`src/rtl/nic_pkg.sv`:
```
// Package: shared widths, configuration targets and end-of-interrupt command
// type for the nested-priority interrupt controller.
// Assumes the number of lines is a power of two.
package nic_pkg;
    localparam int NIC_LINES  = 8;
    localparam int NIC_LVL_W  = $clog2(NIC_LINES);
    localparam int NIC_BASE_W = 5;
    localparam int NIC_DATA_W = 8;
    localparam int NIC_ADDR_W = 2;
    localparam int NIC_VEC_W  = NIC_BASE_W + NIC_LVL_W;

    typedef enum logic [NIC_ADDR_W-1:0] {
        CFG_MASK = 2'd0,
        CFG_BASE = 2'd1,
        CFG_MODE = 2'd2,
        CFG_EOI  = 2'd3
    } cfg_sel_e;

    typedef struct packed {
        logic                 fire;
        logic                 spec;
        logic [NIC_LVL_W-1:0] lvl;
    } eoi_cmd_t;
endpackage

```
`src/rtl/nic_prio_pick.sv`:
```
// Module: rotating priority picker.
// Finds the highest-ranked set bit of req. The rank starts just above
// level low_lvl and wraps, so low_lvl itself is the lowest rank.
// Assumes N is a power of two and W = log2(N).
module nic_prio_pick #(
    parameter int N = 8,
    parameter int W = $clog2(N)
) (
    input  logic [N-1:0] req,
    input  logic [W-1:0] low_lvl,
    output logic         found,
    output logic [W-1:0] top_lvl
);
    // Scan from the lowest rank to the highest, so the last hit is the winner.
    always_comb begin
        found   = |req;
        top_lvl = '0;
        for (int k = N - 1; k >= 0; k--) begin
            if (req[(int'(low_lvl) + 1 + k) % N]) begin
                top_lvl = W'((int'(low_lvl) + 1 + k) % N);
            end
        end
    end
endmodule

```
`src/rtl/nic_cfg.sv`:
```
// Module: configuration write port of the interrupt controller.
// Holds the mask, the vector base and the mode bits, and decodes
// end-of-interrupt writes into a single-cycle command.
// Assumes single-cycle write strobes; there is no read path.
module nic_cfg
    import nic_pkg::*;
#(
    parameter int N      = NIC_LINES,
    parameter int LW     = $clog2(N),
    parameter int BASE_W = NIC_BASE_W,
    parameter int DW     = NIC_DATA_W,
    parameter int AW     = NIC_ADDR_W
) (
    input  logic              clk,
    input  logic              rst_n,
    input  logic              we,
    input  logic [AW-1:0]     addr,
    input  logic [DW-1:0]     wdata,
    output logic [N-1:0]      mask,
    output logic [BASE_W-1:0] base,
    output logic              rotate,
    output logic              auto_eoi,
    output eoi_cmd_t          eoi
);
    localparam int SPEC_BIT = LW;

    // Register writes to the mask, base and mode targets.
    always_ff @(posedge clk) begin
        if (!rst_n) begin
            mask     <= '0;
            base     <= '0;
            rotate   <= 1'b0;
            auto_eoi <= 1'b0;
        end else if (we) begin
            case (cfg_sel_e'(addr))
                CFG_MASK: mask <= wdata[N-1:0];
                CFG_BASE: base <= wdata[BASE_W-1:0];
                CFG_MODE: begin
                    rotate   <= wdata[0];
                    auto_eoi <= wdata[1];
                end
                default: ;
            endcase
        end
    end

    // Decode an end-of-interrupt write into a one-cycle command.
    always_comb begin
        eoi.fire = we && (cfg_sel_e'(addr) == CFG_EOI);
        eoi.spec = wdata[SPEC_BIT];
        eoi.lvl  = wdata[LW-1:0];
    end
endmodule

```
`src/rtl/nest_irq_ctrl.sv`:
```
// Module: nested-priority interrupt controller (top).
// Captures rising request edges. It holds pending, in-service and
// rotation-pointer state, raises int_out for the winning unmasked request,
// and serves acknowledges and end-of-interrupt commands.
// Assumes int_ack is synchronous to clk. Acknowledge and configuration
// writes may arrive in the same cycle.
module nest_irq_ctrl
    import nic_pkg::*;
#(
    parameter int N      = NIC_LINES,
    parameter int BASE_W = NIC_BASE_W,
    parameter int DW     = NIC_DATA_W,
    parameter int AW     = NIC_ADDR_W,
    parameter int LW     = $clog2(N),
    parameter int VW     = BASE_W + LW
) (
    input  logic          clk,
    input  logic          rst_n,
    input  logic [N-1:0]  irq_in,
    input  logic          int_ack,
    input  logic          cfg_we,
    input  logic [AW-1:0] cfg_addr,
    input  logic [DW-1:0] cfg_wdata,
    output logic          int_out,
    output logic [VW-1:0] vec_out
);
    localparam logic [LW-1:0] LAST_LVL = LW'(N - 1);
    localparam logic [N-1:0]  ONE_BIT  = N'(1);

    logic [N-1:0]      irq_q, pend, isr, mask;
    logic [N-1:0]      rise, merged, take_oh, clr_oh, set_oh;
    logic [BASE_W-1:0] base;
    logic              rotate, auto_eoi;
    eoi_cmd_t          eoi;
    logic [LW-1:0]     ptr, low_eff, m_top, i_top;
    logic              m_found, i_found, take;
    logic              rot_hit;
    logic [LW-1:0]     rot_lvl;

    nic_cfg #(.N(N), .LW(LW), .BASE_W(BASE_W), .DW(DW), .AW(AW)) u_cfg (
        .clk(clk), .rst_n(rst_n), .we(cfg_we), .addr(cfg_addr),
        .wdata(cfg_wdata), .mask(mask), .base(base), .rotate(rotate),
        .auto_eoi(auto_eoi), .eoi(eoi)
    );

    // Fixed mode always ranks from the last level, whatever the pointer holds.
    always_comb low_eff = rotate ? ptr : LAST_LVL;

    // Pending requests and in-service levels compete in one ranking.
    always_comb merged = (pend & ~mask) | isr;

    nic_prio_pick #(.N(N), .W(LW)) u_pick_all (
        .req(merged), .low_lvl(low_eff), .found(m_found), .top_lvl(m_top)
    );

    nic_prio_pick #(.N(N), .W(LW)) u_pick_isr (
        .req(isr), .low_lvl(low_eff), .found(i_found), .top_lvl(i_top)
    );

    // Raise the output only if the top of the ranking is a request, not a level in service.
    always_comb int_out = m_found && !isr[m_top];

    // Work out the set, clear and rotate effects for this cycle.
    always_comb begin
        rise    = irq_in & ~irq_q;
        take    = int_ack && int_out;
        take_oh = take ? (ONE_BIT << m_top) : '0;
        set_oh  = auto_eoi ? '0 : take_oh;
        clr_oh  = '0;
        rot_hit = 1'b0;
        rot_lvl = ptr;
        if (take && auto_eoi) begin
            rot_hit = 1'b1;
            rot_lvl = m_top;
        end
        if (eoi.fire) begin
            if (eoi.spec) begin
                clr_oh = ONE_BIT << eoi.lvl;
                if (isr[eoi.lvl]) begin
                    rot_hit = 1'b1;
                    rot_lvl = eoi.lvl;
                end
            end else if (i_found) begin
                clr_oh  = ONE_BIT << i_top;
                rot_hit = 1'b1;
                rot_lvl = i_top;
            end
        end
    end

    // Edge capture plus the pending and in-service registers.
    always_ff @(posedge clk) begin
        if (!rst_n) begin
            irq_q <= '0;
            pend  <= '0;
            isr   <= '0;
        end else begin
            irq_q <= irq_in;
            pend  <= (pend & ~take_oh) | rise;
            isr   <= (isr & ~clr_oh) | set_oh;
        end
    end

    // Rotation pointer: parked on the last level in fixed mode.
    always_ff @(posedge clk) begin
        if (!rst_n || !rotate) begin
            ptr <= LAST_LVL;
        end else if (rot_hit) begin
            ptr <= rot_lvl;
        end
    end

    // Vector register, loaded on every accepted acknowledge.
    always_ff @(posedge clk) begin
        if (!rst_n) begin
            vec_out <= '0;
        end else if (take) begin
            vec_out <= {base, m_top};
        end
    end

    AST_INT_NEEDS_REQ: assert property (@(posedge clk) disable iff (!rst_n)
        int_out |-> |(pend & ~mask)) else $error("int_out without request");

    AST_ACK_VEC_LEVEL: assert property (@(posedge clk) disable iff (!rst_n)
        (int_ack && int_out) |=> (vec_out[LW-1:0] == $past(m_top))) else $error("vector level");

    AST_ACK_NO_OUT_HOLD: assert property (@(posedge clk) disable iff (!rst_n)
        (int_ack && !int_out) |=> $stable(vec_out)) else $error("ignored ack moved vector");

    AST_ACK_IN_SERVICE: assert property (@(posedge clk) disable iff (!rst_n)
        (int_ack && int_out && !auto_eoi) |=> isr[$past(m_top)]) else $error("ack not in service");

    AST_SPEC_EOI_CLEAR: assert property (@(posedge clk) disable iff (!rst_n)
        (eoi.fire && eoi.spec && !(int_ack && int_out && !auto_eoi)) |=> !isr[$past(eoi.lvl)])
        else $error("specific eoi left bit");

    AST_AUTO_NO_ISR: assert property (@(posedge clk) disable iff (!rst_n)
        (int_ack && int_out && auto_eoi && !eoi.fire) |=> (isr == $past(isr)))
        else $error("auto eoi set in-service bit");

    AST_FIXED_PTR: assert property (@(posedge clk) disable iff (!rst_n)
        !rotate |=> (ptr == LAST_LVL)) else $error("pointer moved in fixed mode");
endmodule

```
`config.mk`:
```
export PLATFORM = sky130hd
export DESIGN_NAME = nest_irq_ctrl
export DESIGN_NICKNAME = d
export VERILOG_FILES = /design/src/rtl/nic_pkg.sv /design/src/rtl/nic_prio_pick.sv /design/src/rtl/nic_cfg.sv /design/src/rtl/nest_irq_ctrl.sv
export SDC_FILE = /design/constraint.sdc
export NUM_CORES = 1
export LEC_CHECK = 0
export BUFFER_PORTS_ARGS = -buffer_cell sky130_fd_sc_hd__clkbuf_2
export CAP_MARGIN = 20
export CORE_MARGIN = 4
export CORE_UTILIZATION = 35
export CTS_BUF_LIST = sky130_fd_sc_hd__clkbuf_4 sky130_fd_sc_hd__clkbuf_8 sky130_fd_sc_hd__clkbuf_16
export CTS_CLUSTER_SIZE = 28
export DETAILED_ROUTE_END_ITERATION = 16
export GPL_TIMING_DRIVEN = 0
export HOLD_SLACK_MARGIN = 0.1
export SLEW_MARGIN = 20
export SYNTH_ARGS = -nofsm -noshare
export SYNTH_HDL_FRONTEND = slang
export SYNTH_SLANG_ARGS = --single-unit
```
`constraint.sdc`:
```
create_clock -name clk -period 5.6 [get_ports clk]
set_input_delay 0 -clock clk [delete_from_list [all_inputs] [get_ports clk]]
set_output_delay 0 -clock clk [all_outputs]
set_load 0.1 [all_outputs]
```
==> flow_summary.json, run 1 <==
{
  "num_rows": 40,
  "yosys.area.top_type": "dfxtp_1",
  "required_ps": 5600,
  "clock-sinks": 50,
  "seq_area_um2": 1000,
  "drtIter0Drc": 329,
  "viasPerCell": 5.90,
  "clockRootBuffer": "clkbuf_16",
  "clkTransAtPathRegs_ps": 70,
  "place_ws_ps": 116,
  "dieArea_um2": 14100,
  "grt_pass1_wl_um": 22200,
  "synth_cell_types": 73,
  "netlist_area_um2": 4300,
  "slew_viol_final": 0,
  "fin_util_pct": 41.0,
  "critPathLaunchType": "flip-flop",
  "worst_clock_skew_ps": 3.89,
  "grt_pass1_vias": 4191,
  "arrival_ps": 5280,
  "internal-power_mw": 1.01,
  "post-route-period-util_pct": 94.3,
  "num-nets-final": 601,
  "status": "complete, no violations",
  "die_w_um": 119,
  "hold_class": "input port to flip-flop",
  "tritoncts": "yes",
  "place_congestion": 0.900,
  "syn2layout_area_growth_pct": 14.5,
  "rr_worst_depth": 16,
  "r2r_start": "u_cfg.rotate$_SDFFE_PN0P_",
  "worstSkewPairLatency_ps": 290,
  "switchingPower_mw": 1.02,
  "n_antenna_cell": 0,
  "grt_setup_unrepaired": "false",
  "cpPeakStageDelay_ps": 580,
  "grt_usage_pct": 19.0,
  "switching_share_pct": 50.2,
  "path_max_fanout": 15,
  "fill_cells": 1245,
  "cap_violations": 0,
  "startpoint": "u_cfg.rotate$_SDFFE_PN0P_",
  "yosysTopAreaCellShare_pct": 23.3,
  "wirelength_um": 13600,
  "grt_max_degree": 19,
  "finalHoldViolCount": 0,
  "multi_input_area_um2": 2990,
  "p_leak_nw": 1.98,
  "die_h_um": 119,
  "route.detailed.drc": 0,
  "cts_max_level": 2,
  "fmax_mhz": 189,
  "seq_area_frac_synth_pct": 23.3,
  "finalNonFillerCells": 725,
  "first_pass_iters": 7,
  "initial_core_util_pct": 35.8,
  "syn_inst": 529,
  "overflow": 0,
  "core_um2": 12000,
  "synth_edf_count": 0,
  "clock_power_share_pct": 15.7,
  "wl_per_cell_um": 18.7,
  "ios": 31,
  "endpoint_kind": "output pin",
  "place_hpwl_um": 10300,
  "place_inst": 706,
  "final_antenna_net_count": 0,
  "crit_slowest_cell": "or4_1",
  "synthTopCellsByArea": "dfxtp_1, mux2i_1, mux4_2",
  "setup_tns_ps": 0,
  "synthArstFlopShare_pct": 0,
  "vdd_drop_max_v": 0.000359,
  "seq_power_share_pct": 21.9,
  "setup_viol": 0,
  "drive_gt1_share_pct": 15.6,
  "reg2reg_to": "ptr[0]$_SDFFE_PP1P_",
  "antenna_found_initial": 0,
  "setup_ws_ps": 317,
  "tightest_slew_ps": 925,
  "critPathCapture": "int_out",
  "synth_seq_cells": 50,
  "clock_path_buffers": 2,
  "fin_crit_ps": 5280,
  "ys_warn_count": 0,
  "syn_avg_cell_area_um2": 8.13,
  "crit_type": "flip-flop to output pin",
  "crit_chain": "buf_4 > and2b_1 > inv_2 > ha_1 > inv_2 > nor4_1 > or4_1 > buf_2 > nor4_1 > or4_1 > nor3_1 > o21bai_1 > a2111o_1 > a21oi_2 > nor2_1 > nor2_1 > clkbuf_4",
  "numCtsBuffers": 5,
  "p_comb_share_pct": 62.4,
  "final_cell_mix": "mux2i_1, nand2_1, dfxtp_1, nor2_1, nor2b_1",
  "synthFlopType": "dfxtp_1",
  "dr_total_vias": 4280,
  "synth_fp_nets": 553,
  "pwr_density_cell_nw_per_um2": 413,
  "rrSetupSlack_ps": 520,
  "relSlewSlack_pct": 38.0,
  "portBuffers": 30,
  "final_common_cell": "mux2i_1"
}
[what timing repair did]
| action | in CTS | in global routing |
|---|---|---|
| setup endpoints to repair | 1 | 1 |
| gates resized for setup | 1 | 4 |
| hold endpoints to repair | 21 | 0 |
| hold buffers | 12 | 0 |
| gates cloned | 0 | 0 |
| buffers inserted | 0 | 0 |
[critical path, delay by kind of cell (launching register included)]
kind | cells | cell delay [ps]
compound gates | 3 | 980
fa+ha+maj | 1 | 460
buf+inv | 5 | 1060
flops | 1 | 340
simple gates | 8 | 2130
[power groups by stage]
stage	Clock, mW	Combinational (mW)	Sequential (mW)
finish	0.319	1.27	0.445
CTS	0.323	1.23	0.444
floorplan	0	0.873	0.488
global route	0.336	1.36	0.450
global placement	0	1.20	0.449
detailed placement	0	1.21	0.452
[per-layer routing]
metal	wire [um]	global-route usage (%)	vias to the layer above
li1	-	-	2052
met1	6190	25.9	1998
met2	6360	31.8	208
met3	843	2.37	22
met4	188	4.92	0
met5	0	0	-
[stage by stage]
| stage | hold WS (ps) | cell area (um^2) | power (mW) |
|---|---|---|---|
| finish | 135 | 4920 | 2.03 |
| global route | 142 | 4920 | 2.15 |
| CTS | 122 | 4910 | 1.99 |
| detailed placement | 213 | 4640 | 1.66 |
| global placement | 200 | 4630 | 1.65 |
| floorplan | 111 | 4300 | 1.36 |
[flip-flops by register name, summed over array words and instances, names as in the netlist]
| register | cells |
|---|---|
| ptr | 3 |
| u_cfg.base | 5 |
| u_cfg.auto_eoi | 1 |
| u_cfg.mask | 8 |
| isr | 8 |
| vec_out | 8 |
| irq_q | 8 |
| pend | 8 |
| u_cfg.rotate | 1 |
[area by class of cell]
cell class                      instances  area share (%)
Sequential cell                        50            20.3
Clock inverter                          3           0.585
Inverter                               28            2.24
Multi-Input combinational cell        410            60.7
Timing Repair Buffer                   42            5.54
Tap cell                              147            3.74
Buffer                                 40            4.32
Clock buffer                            5            2.54
[logic make-up (layout without fill, tap and decap cells)]
group	Yosys count	count (layout)	share of synthesized area [%]
AOI/OAI and AO/OA	121	121	20.9
xor gates and xnor gates	4	4	1.75
buffers and inverters	69	118	7.56
and+or+nand+nor	209	209	25.4
DFF	50	50	23.3
adders and majority gates	2	2	0.582
muxes	74	74	20.5
[how the worst min path moves through the flow]
stage	cells past startpoint	from	endpoint
2_1_floorplan	2	irq_in[3]	irq_q[3]$_SDFF_PN0_
3_3_place_gp	3	irq_in[0]	irq_q[0]$_SDFF_PN0_
3_5_place_dp	3	irq_in[0]	irq_q[0]$_SDFF_PN0_
4_1_cts	3	cfg_wdata[2]	u_cfg.mask[2]$_SDFFE_PN0P_
5_1_grt	3	cfg_wdata[2]	u_cfg.base[2]$_SDFFE_PN0P_
6_report	3	cfg_wdata[2]	u_cfg.mask[2]$_SDFFE_PN0P_
[Yosys cell counts (5+ instances only)]
cell,instances
dfxtp_1,50
nor4_1,17
o221ai_1,9
mux2i_1,53
nor2b_1,30
mux2_2,10
clkbuf_1,25
nand2_1,50
nor3_1,20
nor2_1,34
or4_1,5
a22oi_1,5
nand2b_1,8
nand3_1,16
o21ai_0,10
mux4_2,10
a31oi_1,7
o21a_1,8
buf_2,6
and2_1,10
inv_1,25
o211ai_1,6
nand3b_1,5
a211oi_1,5
a21oi_1,17
Note: power is estimated with default switching activity, not from simulation.
==> inputs of run 2 (changes only) <==
CORE_UTILIZATION = 26   (was 35)
==> flow_summary.json, run 2 (same netlist as run 1, synthesis figures left out) <==
{
  "status": "complete, no violations",
  "hold_class": "input port to flip-flop",
  "post_cts_buffers": 0,
  "clkTransAtPathRegs_ps": 70,
  "num_rows": 46,
  "dieArea_um2": 18700,
  "pwr_density_cell_nw_per_um2": 408,
  "critPathLaunchType": "flip-flop",
  "grt_pass1_wl_um": 21500,
  "slew_viol_final": 0,
  "place_inst": 775,
  "wl_per_cell_um": 16.8,
  "fmax_mhz": 192,
  "first_pass_iters": 5,
  "p_leak_nw": 1.99,
  "required_ps": 5600,
  "place_ws_ps": 4.70,
  "fin_hold_ws_ps": 119,
  "vdd_drop_max_v": 0.000160,
  "clock_power_share_pct": 17.1,
  "wirelength_um": 13400,
  "worstSkewPairLatency_ps": 290,
  "arrival_ps": 5220,
  "grt_usage_pct": 14.4,
  "finalNonFillerCells": 794,
  "placed_area_um2": 4730,
  "initial_core_util_pct": 26.8,
  "p_total_mw": 2.05,
  "num-nets-final": 601,
  "final_antenna_net_count": 0,
  "finalHoldViolCount": 0,
  "clockRootBuffer": "clkbuf_16",
  "seq_power_share_pct": 21.5,
  "fin_crit_ps": 5220,
  "die_w_um": 137,
  "tightest_slew_ps": 857,
  "overflow": 0,
  "numCtsBuffers": 5,
  "worst_clock_skew_ps": 5.48,
  "relSlewSlack_pct": 42.6,
  "switchingPower_mw": 0.995,
  "final_area_um2": 5030,
  "cts_max_level": 2,
  "grt_max_degree": 17,
  "grt_setup_unrepaired": "false",
  "clock_path_buffers": 2,
  "viasPerCell": 5.35,
  "final_common_cell": "mux2i_1",
  "final_cell_mix": "mux2i_1, nand2_1, dfxtp_1, nor2_1, nor2b_1",
  "route.detailed.drc": 0,
  "die_h_um": 137,
  "syn2layout_area_growth_pct": 16.9,
  "antenna_found_initial": 0,
  "tritoncts": "yes",
  "switching_share_pct": 48.5,
  "n_antenna_cell": 0,
  "crit_type": "flip-flop to output pin",
  "ios": 31,
  "grt_pass1_vias": 3865,
  "internal-power_mw": 1.06,
  "drtIter0Drc": 396,
  "place_congestion": 0.904,
  "core_um2": 16100,
  "path_max_fanout": 15,
  "portBuffers": 30,
  "fill_cells": 1674,
  "place_hpwl_um": 9960,
  "drive_gt1_share_pct": 15.4,
  "setup_viol": 0,
  "setup_ws_ps": 379,
  "cap_violations": 0,
  "clock-sinks": 50,
  "post-route-period-util_pct": 93.2,
  "p_comb_share_pct": 61.4,
  "endpoint_kind": "output pin",
  "setup_tns_ps": 0,
  "fin_util_pct": 31.3,
  "dr_total_vias": 4248
}
## run 2: changes by cell type in the layout (fill, tap and decap cells not counted), sizes merged
cell    change
bufinv      +1
inv         -1
## run 2: final timing paths
check / from / to / slack (ps) / cells after the start
setup / recovery: u_cfg.rotate$_SDFFE_PN0P_ / int_out / 380 / 17
hold / removal: cfg_wdata[2] / u_cfg.base[2]$_SDFFE_PN0P_ / 120 / 3
setup reg to reg: u_cfg.rotate$_SDFFE_PN0P_ / isr[2]$_SDFF_PN0_ / 540 / 16
hold reg to reg: vec_out[7]$_SDFFE_PN0N_ / vec_out[7]$_SDFFE_PN0N_ / 450 / 2
## run 2: metal layers
metal / share of wire (%) / GRT usage (%) / wire length (um) / vias up
li1: - / - / - / 2051
met1: 47 / 21.4 / 6310 / 2007
met2: 45 / 22.2 / 6000 / 180
met3: 6.5 / 1.51 / 869 / 10
met4: 1.4 / 3.98 / 189 / 0
met5: 0 / 0 / 0 / -
## run 2: critical path, stage by stage (launching register included)
cell and delay (ps):
dfxtp_1 330, buf_4 170, and2b_1 280, inv_2 210
ha_1 450, inv_2 160, nor4_1 390, or4_1 180
buf_2 180, nor4_1 70, or4_1 570, nor3_1 450
o21bai_1 140, a2111o_1 490, a21oi_4 310, nor2_1 90
nor2_1 110, clkbuf_4 340
## run 2: area by class of cell
type                    count  area (um^2)  area share, %
well taps                 216          270           5.38
inverters                  28          110           2.19
clock buffers               5          125           2.49
flip-flops and latches     50         1000           19.9
plain buffers              40          213           4.23
clock inverters             3         43.8          0.871
multi-input cells         410         2990           59.5
repair buffers             42          273           5.43
## run 2: power groups by stage
stage          clock network [mW]  logic [mW]  registers, mW
5_1_grt                     0.370        1.36          0.446
3_5_place_dp                    0        1.20          0.447
6_report                    0.351        1.26          0.440
3_3_place_gp                    0        1.20          0.447
4_1_cts                     0.356        1.22          0.440
2_1_floorplan                   0       0.873          0.488
## run 2: timing repair
| action | 4_1_cts | 5_1_grt |
|---|---|---|
| hold buffers | 12 | 0 |
| setup endpoints to repair | 2 | 1 |
| resized for setup | 1 | 4 |
| endpoints found under the hold margin | 21 | 0 |
| pin swaps | 0 | 0 |
==> inputs of run 3 (changes only) <==
clock period = 6.12 ns   (was 5.6 ns; I/O delays follow)
==> flow_summary.json, run 3 (same netlist as run 1, synthesis figures left out) <==
{
  "dieArea_um2": 18700,
  "slew_viol_final": 0,
  "fin_crit_ps": 5490,
  "core_um2": 16100,
  "path_max_fanout": 15,
  "finalHoldViolCount": 0,
  "clockRootBuffer": "clkbuf_16",
  "critPathBufInv": 5,
  "tightest_slew_ps": 901,
  "switchingPower_mw": 0.898,
  "numCtsBuffers": 5,
  "p_leak_nw": 1.98,
  "cp_top_family": "buffers and inverters",
  "worst_clock_skew_ps": 6.71,
  "place_ws_ps": 525,
  "first_pass_iters": 5,
  "crit_type": "flip-flop to output pin",
  "cap_violations": 0,
  "setup_ws_ps": 630,
  "ios": 31,
  "crit_chain": "and2b_1 > inv_2 > ha_1 > inv_2 > nor4_1 > or4_1 > buf_2 > mux2i_1 > nor2_1 > a22o_1 > a211oi_1 > buf_2 > o2111ai_1 > a21oi_2 > nor2_1 > nor2_1 > clkbuf_2",
  "cpPeakStageDelay_ps": 530,
  "final_cell_mix": "mux2i_1, nand2_1, dfxtp_1, nor2_1, clkbuf_2",
  "post_cts_buffers": 0,
  "route.detailed.drc": 0,
  "worstSkewPairLatency_ps": 290,
  "overflow": 0,
  "grt_max_degree": 17,
  "drtIter0Drc": 369,
  "clock_path_buffers": 2,
  "critPathLaunchType": "flip-flop",
  "final_common_cell": "mux2i_1",
  "num-nets-final": 601,
  "clock-sinks": 50,
  "cts_max_level": 2,
  "routed.top_layer": "met4",
  "grt_usage_pct": 14.4,
  "wl_met3_um": 820,
  "place_hpwl_um": 9960,
  "wl_met2_um": 5940,
  "grt_setup_unrepaired": "false",
  "clock_power_share_pct": 17.1,
  "endpoint_kind": "output pin",
  "internal-power_mw": 0.954,
  "crit_slowest_cell": "or4_1",
  "required_ps": 6120,
  "hold_class": "input port to flip-flop",
  "syn2layout_area_growth_pct": 16.6,
  "status": "complete, no violations",
  "dr_total_vias": 4252,
  "cp_common_cell": "nor2_1",
  "num_rows": 46,
  "p_comb_share_pct": 61.1,
  "pwr_density_cell_nw_per_um2": 369,
  "place_congestion": 0.904,
  "final_antenna_net_count": 0,
  "initial_core_util_pct": 26.8,
  "portBuffers": 30,
  "post-route-period-util_pct": 89.7,
  "n_antenna_cell": 0,
  "die_w_um": 137,
  "grt_pass1_vias": 3869,
  "clkTransAtPathRegs_ps": 70,
  "wl_per_cell_um": 16.8,
  "die_h_um": 137,
  "seq_power_share_pct": 21.8,
  "setup_tns_ps": 0,
  "relSlewSlack_pct": 39.6,
  "vdd_drop_max_v": 0.000140,
  "viasPerCell": 5.36,
  "setup_viol": 0,
  "grt_pass1_wl_um": 21500,
  "arrival_ps": 5490,
  "antenna_found_initial": 0,
  "tritoncts": "yes",
  "route.layer.met1.wl_um": 6330,
  "drive_gt1_share_pct": 15.2,
  "switching_share_pct": 48.5,
  "wirelength_um": 13300,
  "fmax_mhz": 182
}
==> run 3: cell count changes in the layout (fill, tap and decap cells not counted) <==
cell	before	now
a211oi_1	4	5
a211oi_2	1	0
a21oi_2	0	1
a21oi_4	1	0
buf_2	7	6
clkbuf_2	29	31
clkbuf_4	1	0
==> run 3: cell type report <==
class,count,area [um^2]
multi-input cells,410,2980
fillers,1677,11000
clock inverters,3,43.8
plain buffers,40,213
well taps,216,270
repair buffers,42,270
flip-flops and latches,50,1000
clock buffers,5,125
inverters,28,110
==> run 3: what timing repair did <==
| item | in CTS | in global routing |
|---|---|---|
| endpoints found under the hold margin | 21 | 0 |
| endpoints found under the setup margin | 0 | 1 |
| gates resized for setup | 0 | 1 |
| hold buffers | 12 | 0 |
==> run 3: worst reg2reg max path: stages, from the launching register on <==
cell,delay [ps]
dfxtp_1,430
and2b_1,300
inv_2,310
ha_1,380
inv_2,230
nor4_1,110
or4_1,530
buf_2,180
mux2i_1,310
nor2_1,160
a22o_1,220
a211oi_1,380
buf_2,340
o2111ai_1,200
a21oi_2,420
nand3_1,240
o21ai_0,370
==> run 3: per-layer routing <==
| layer | vias up | global-route usage [%] |
|---|---|---|
| met5 | - | 0 |
| met4 | 0 | 3.98 |
| met3 | 14 | 1.51 |
| met2 | 166 | 22.2 |
| met1 | 2011 | 21.3 |
| li1 | 2061 | - |
==> run 3: power groups by stage <==
stage,combinational [mW],clock (mW),sequential (mW)
final,1.13,0.317,0.403
after global routing,1.22,0.338,0.408
after CTS,1.11,0.326,0.403
after detailed placement,1.10,0,0.409
after global placement,1.09,0,0.409
after floorplan,0.799,0,0.446
==> run 3: final timing paths <==
path	slack [ps]	to	start	depth (start not counted)
setup / recovery	630	int_out	ptr[1]$_SDFFE_PP1P_	17
hold / removal	120	u_cfg.base[2]$_SDFFE_PN0P_	cfg_wdata[2]	3
setup reg to reg	880	isr[2]$_SDFF_PN0_	ptr[1]$_SDFFE_PP1P_	16
hold reg to reg	450	pend[7]$_SDFF_PN0_	irq_q[7]$_SDFF_PN0_	1
==> run 3: stage by stage <==
stage          total power, mW  std cells  utilization [%]  hold slack [ps]  cell area [um^2]
2_1_floorplan             1.25        529                -              111              4300
3_3_place_gp              1.50        775             29.4              215              4720
3_5_place_dp              1.51        775             29.4              219              4730
4_1_cts                   1.84        795             31.2              110              5010
5_1_grt                   1.97        794             31.2              146              5010
6_report                  1.85        794             31.2              115              5010
